--- config.mk ---
export PLATFORM = sky130hd
export DESIGN_NAME = stby_seq
export DESIGN_NICKNAME = d
export VERILOG_FILES = /design/src/rtl/stby_seq.sv
export SDC_FILE = /design/constraint.sdc
export NUM_CORES = 1
export LEC_CHECK = 0
export ABC_CLOCK_PERIOD_IN_PS = 2640
export BUFFER_PORTS_ARGS = -buffer_cell sky130_fd_sc_hd__buf_2
export CAP_MARGIN = 20
export CORE_MARGIN = 5
export CORE_UTILIZATION = 56
export DETAILED_ROUTE_END_ITERATION = 8
export PLACE_DENSITY = 0.78
export SLEW_MARGIN = 10
export SYNTH_ARGS = -nofsm -noshare
export SYNTH_HDL_FRONTEND = slang
export SYNTH_SLANG_ARGS = --single-unit
--- constraint.sdc ---
create_clock -name clk -period 2.64 [get_ports clk]
set_clock_uncertainty 0.2 [all_clocks]
set_input_delay 0.132 -clock clk [delete_from_list [all_inputs] [get_ports clk]]
set_output_delay 0.132 -clock clk [all_outputs]
set_load 0.005 [all_outputs]
--- src/rtl/stby_seq.sv ---
module stby_seq #(
  parameter int DW   = 20,
  parameter int SYNC = 2
) (
  input  logic        clk,
  input  logic        rst_n,
  input  logic        reg_we,
  input  logic        reg_sel,
  input  logic [31:0] reg_wdata,
  output logic [31:0] reg_rdata,
  input  logic        sleep_n,
  input  logic        stby_en_ext,
  input  logic        wake_evt,
  output logic        aux_pwr,
  output logic        sys_rst
);

  localparam int GAP = 30 - DW;

  typedef enum logic [1:0] {ST_RUN, ST_DRAIN, ST_STBY, ST_WAKE} st_t;

  st_t            st;
  logic [DW-1:0]  cnt;
  logic [DW-1:0]  pd_dly;
  logic [DW-1:0]  rel_dly;
  logic           en_bit;
  logic           spare_bit;
  logic [SYNC-1:0] slp_sh;
  logic [SYNC-1:0] wk_sh;
  logic           slp_req;
  logic           wk_req;
  logic           stby_ok;

  always_ff @(posedge clk or negedge rst_n) begin
    if (!rst_n) begin
      slp_sh <= '1;
      wk_sh  <= '0;
    end else begin
      slp_sh <= {slp_sh[SYNC-2:0], sleep_n};
      wk_sh  <= {wk_sh[SYNC-2:0], wake_evt};
    end
  end

  assign slp_req = ~slp_sh[SYNC-1];
  assign wk_req  = wk_sh[SYNC-1];
  assign stby_ok = en_bit | stby_en_ext;

  always_ff @(posedge clk or negedge rst_n) begin
    if (!rst_n) begin
      spare_bit <= 1'b0;
      en_bit    <= 1'b0;
      pd_dly    <= '0;
      rel_dly   <= '0;
    end else if (reg_we) begin
      if (reg_sel) begin
        rel_dly <= reg_wdata[DW-1:0];
      end else begin
        spare_bit <= reg_wdata[31];
        en_bit    <= reg_wdata[30];
        pd_dly    <= reg_wdata[DW-1:0];
      end
    end
  end

  assign reg_rdata = reg_sel ? {{(32-DW){1'b0}}, rel_dly}
                             : {spare_bit, en_bit, {GAP{1'b0}}, pd_dly};

  always_ff @(posedge clk or negedge rst_n) begin
    if (!rst_n) begin
      st  <= ST_RUN;
      cnt <= '0;
    end else begin
      case (st)
        ST_RUN: begin
          if (slp_req && stby_ok) begin
            if (pd_dly == '0) begin
              st <= ST_STBY;
            end else begin
              st  <= ST_DRAIN;
              cnt <= pd_dly;
            end
          end
        end
        ST_DRAIN: begin
          if (wk_req) begin
            if (rel_dly == '0) begin
              st <= ST_RUN;
            end else begin
              st  <= ST_WAKE;
              cnt <= rel_dly;
            end
          end else if (cnt == DW'(1)) begin
            st <= ST_STBY;
          end else begin
            cnt <= cnt - DW'(1);
          end
        end
        ST_STBY: begin
          if (wk_req) begin
            if (rel_dly == '0) begin
              st <= ST_RUN;
            end else begin
              st  <= ST_WAKE;
              cnt <= rel_dly;
            end
          end
        end
        default: begin
          if (cnt == DW'(1)) begin
            st <= ST_RUN;
          end else begin
            cnt <= cnt - DW'(1);
          end
        end
      endcase
    end
  end

  assign aux_pwr = (st != ST_STBY);
  assign sys_rst = (st != ST_RUN);

  AST_PWR_OFF_IN_RST: assert property (@(posedge clk) disable iff (!rst_n)
    $fell(aux_pwr) |-> sys_rst);

  AST_PWR_BEFORE_REL: assert property (@(posedge clk) disable iff (!rst_n)
    $fell(sys_rst) |-> aux_pwr);

  AST_WAKE_PWR_NOW: assert property (@(posedge clk) disable iff (!rst_n)
    (!aux_pwr && wk_req) |=> aux_pwr);

  AST_ABORT_KEEPS_PWR: assert property (@(posedge clk) disable iff (!rst_n)
    (aux_pwr && sys_rst && wk_req) |=> aux_pwr);

  AST_NO_EN_NO_RST: assert property (@(posedge clk) disable iff (!rst_n)
    (!sys_rst && !en_bit && !stby_en_ext) |=> !sys_rst);

  AST_STBY_HOLD: assert property (@(posedge clk) disable iff (!rst_n)
    (!aux_pwr && !wk_req) |=> (!aux_pwr && sys_rst));

endmodule

==> results.ini <==
[outcome]
status = completed

[cts]
post_cts_buffers = 0
cts_inserted_buffers = 9
cts_tree = yes
clkSinkCount = 68
clk_pin_slew_ns = 0.08
cts_root_buf = clkbuf_8
htreeDepth = 3
clk_path_buf_depth = 2
cts_resized = 0
clk_latency_ns = 0.35

[floorplanning]
start_util_pct = 57.8
std_cell_rows = 30
die_h_um = 93.9
die_x_um = 93.9
design.core.area_um2 = 6830
fp.dieArea_um2 = 8830
ioPinCount = 73

[yosys]
synth_edf_count = 0
synth_cell_types = 59
synth.top_cell.area_share_pct = 41.9
yosys.area.top_type = dfrtp_1
yosys.area_share.simple_pct = 14.0
syn_area_um2 = 3950
yosysMostFrequentCell = dfrtp_1
synth_xor_area_share_pct = 0
synth_compound_area_share_pct = 17.2
ys_warn_count = 0
synth_top_family_by_area = multiplexers
ys_top_cells_by_count = dfrtp_1 (66), mux2_2 (63), nor2_1 (16), inv_1 (15), clkbuf_1 (13)
synth_seq_cells = 68
synthAdderAreaFrac_pct = 0.634
synth_area_per_cell_um2 = 10.8
ys_seq_area_share_pct = 43.2
synth_area_leaders = dfrtp_1 (42%), mux2_2 (18%), buf_4 (2.3%)
async_reset_ff_share_pct = 100
synth_ff_type = dfrtp_1
synthMuxAreaShare_pct = 18.0
synth_cells = 366

[setup_path]
cpPeakStageDelay_ns = 0.42
crit_path_end_kind = register
rrSetupSlack_ns = 0.16
critPathRequiredTime_ns = 2.67
crit_path_max_fanout = 8
worstSetupPathType = reg -> reg
worstSetupStartpointType = register
arrival_ns = 2.51
worstPathCellList = inv_1 -> ha_1 -> nor3b_1 -> and4_1 -> a21oi_1 -> buf_4 -> a211oi_1 -> o22ai_1
slowest_stage = dfrtp_1

[pwr]
finalPower_w = 0.00347
power.leakage_nw = 1.92
combPwrFrac_pct = 29.5
intPower_w = 0.00222
pwr-share-clk_pct = 24.4
power_frac_seq_pct = 46.2
peakVddDrop_v = 0.000460
power_density_nw_per_um2 = 739
p_switching_w = 0.00125
sw_frac_of_total_pct = 35.9

[sta]
rsz0062_at_grt = no
period_needed_ns = 2.48
tightest_slew_ns = 0.686
finalSetupViolations = 0
setup_tns_ns = 0
fin_crit_sh_pct = 93.9
hold_viol = 0
fmax_mhz = 403
slew_headroom_pct = 54.3
drv_slew = 0

[final_layout]
area_growth_pct = 18.9
drive_gt1_share_pct = 36.0
diodes = 0
fin_nets = 481

[global_routing]
grt_max_degree = 38
grt_pass1_wl_mm = 17.6
grt_pass1_vias = 3408
antenna_found_initial = 0
grt_remaining_overflow = 0
track_usage_pct = 25.6

[drt]
dr.first_iter.drc_count = 343
avgRoutedWirePerCell_um = 19.5
first_pass_iters = 8
drc = 0
drtAntennaViolNets = 0
num_vias = 3414
wirelength_mm = 10.5
drt-vias-per-instance = 6.31

[job]
drv_cap = 0

[place]
dp_hpwl_mm = 7.08
globalplace.congestion = 0.894
io_buffers = 52

[hold_path]
min_path_type = in -> async

[worst paths after layout]
kind	start	end	cells after the start
worst min-delay path	rst_n	cnt[17]	3
worst max register to register	cnt[1]	cnt[17]	8
worst max-delay path	cnt[1]	cnt[17]	8
min in group clk	slp_sh[0]	slp_sh[1]	0
max in group asynchronous	rst_n	rel_dly[1]	3
worst min register to register	slp_sh[0]	slp_sh[1]	0
[sequential cells by signal, indices dropped and copies added (netlist names)]
register	count
pd_dly	20
st	2
wk_sh	2
slp_sh	2
en_bit	1
rel_dly	20
spare_bit	1
cnt	20
[cell type report]
class | instances | area [um2]
Clock inverter | 5 | 55.1
Clock buffer | 11 | 131
Sequential cell | 68 | 1700
Timing Repair Buffer | 90 | 621
Tap cell | 96 | 120
Inverter | 15 | 56.3
Fill cell | 499 | 2140
Multi-Input combinational cell | 256 | 2000
[worst max-delay path: cells and delay by family (launching register included)]
| kind | cells | cell delay [ns] |
|---|---|---|
| simple gates | 2 | 0.65 |
| compound gates | 3 | 0.60 |
| flops | 1 | 0.42 |
| buf+inv | 2 | 0.36 |
| fa+ha+maj | 1 | 0.14 |
[kinds of logic (layout without fill, tap and decap cells)]
family | after synthesis | count (layout)
adders and majority gates | 2 | 2
other | 1 | 10
buffers and inverters | 51 | 121
muxes | 63 | 63
DFF | 68 | 68
AOI/OAI and AO/OA | 92 | 92
and+or+nand+nor | 89 | 89
[placed cells by master (no fill, tap or decap), types with 4 or more instances in the layout]
| cell type | netlist | final |
|---|---|---|
| and3_1 | 4 | 4 |
| dlygate4sd3_1 | 0 | 25 |
| conb_1 | 1 | 10 |
| buf_2 | 7 | 52 |
| o211ai_1 | 5 | 5 |
| a222oi_1 | 7 | 7 |
| nand3_1 | 9 | 9 |
| clkbuf_8 | 0 | 9 |
| dfrtp_1 | 66 | 66 |
| nand4_1 | 7 | 7 |
| nor3_1 | 7 | 7 |
| nor2b_1 | 5 | 4 |
| nand2_1 | 9 | 9 |
| a211oi_1 | 10 | 10 |
| nor2_1 | 16 | 16 |
| a31oi_1 | 9 | 9 |
| buf_4 | 12 | 12 |
| o21ai_1 | 6 | 6 |
| a22o_1 | 8 | 8 |
| nor4_1 | 11 | 11 |
| o31ai_1 | 6 | 6 |
| inv_1 | 15 | 15 |
| a21oi_1 | 7 | 7 |
| o22ai_1 | 10 | 10 |
| o21ai_0 | 5 | 5 |
| mux2_2 | 63 | 63 |
[power by group through the flow]
| stage | Sequential (W) | Clock (W) | Combinational [W] |
|---|---|---|---|
| floorplan | 0.00150 | 0 | 0.000791 |
| global placement | 0.00159 | 0 | 0.000950 |
| detailed placement | 0.00161 | 0 | 0.000977 |
| CTS | 0.00159 | 0.000845 | 0.00101 |
| global route | 0.00163 | 0.000901 | 0.00114 |
| finish | 0.00160 | 0.000845 | 0.00102 |
[per-layer routing]
metal  track usage (%)  part of all wire, %  wire length, um  vias up
li1                  -                    -                -     1530
met1              34.1                   43             4480     1708
met2              41.6                   49             5190      152
met3              4.33                  5.9              622       24
met4              9.99                  2.4              255        0
met5                 0                    0                0        -
[repair_timing]
item / CTS / global route
endpoints found under the setup margin: 0 / 0
hold endpoints to repair: 112 / 0
hold buffers: 25 / 0
[stage by stage]
stage / hold WS, ns / cells / utilization [%] / setup WS (ns) / area, um2
after floorplan: -0.364 / 375 / - / 0.534 / 3980
after global placement: -0.00158 / 500 / 62.3 / 0.316 / 4250
after detailed placement: -0.0127 / 500 / 62.3 / 0.194 / 4250
after CTS: 0.163 / 541 / 68.7 / 0.170 / 4690
after global routing: 0.164 / 541 / 68.7 / 0.0573 / 4690
final: 0.147 / 541 / 68.7 / 0.161 / 4690
No activity file was read; power rests on OpenSTA's default activity.
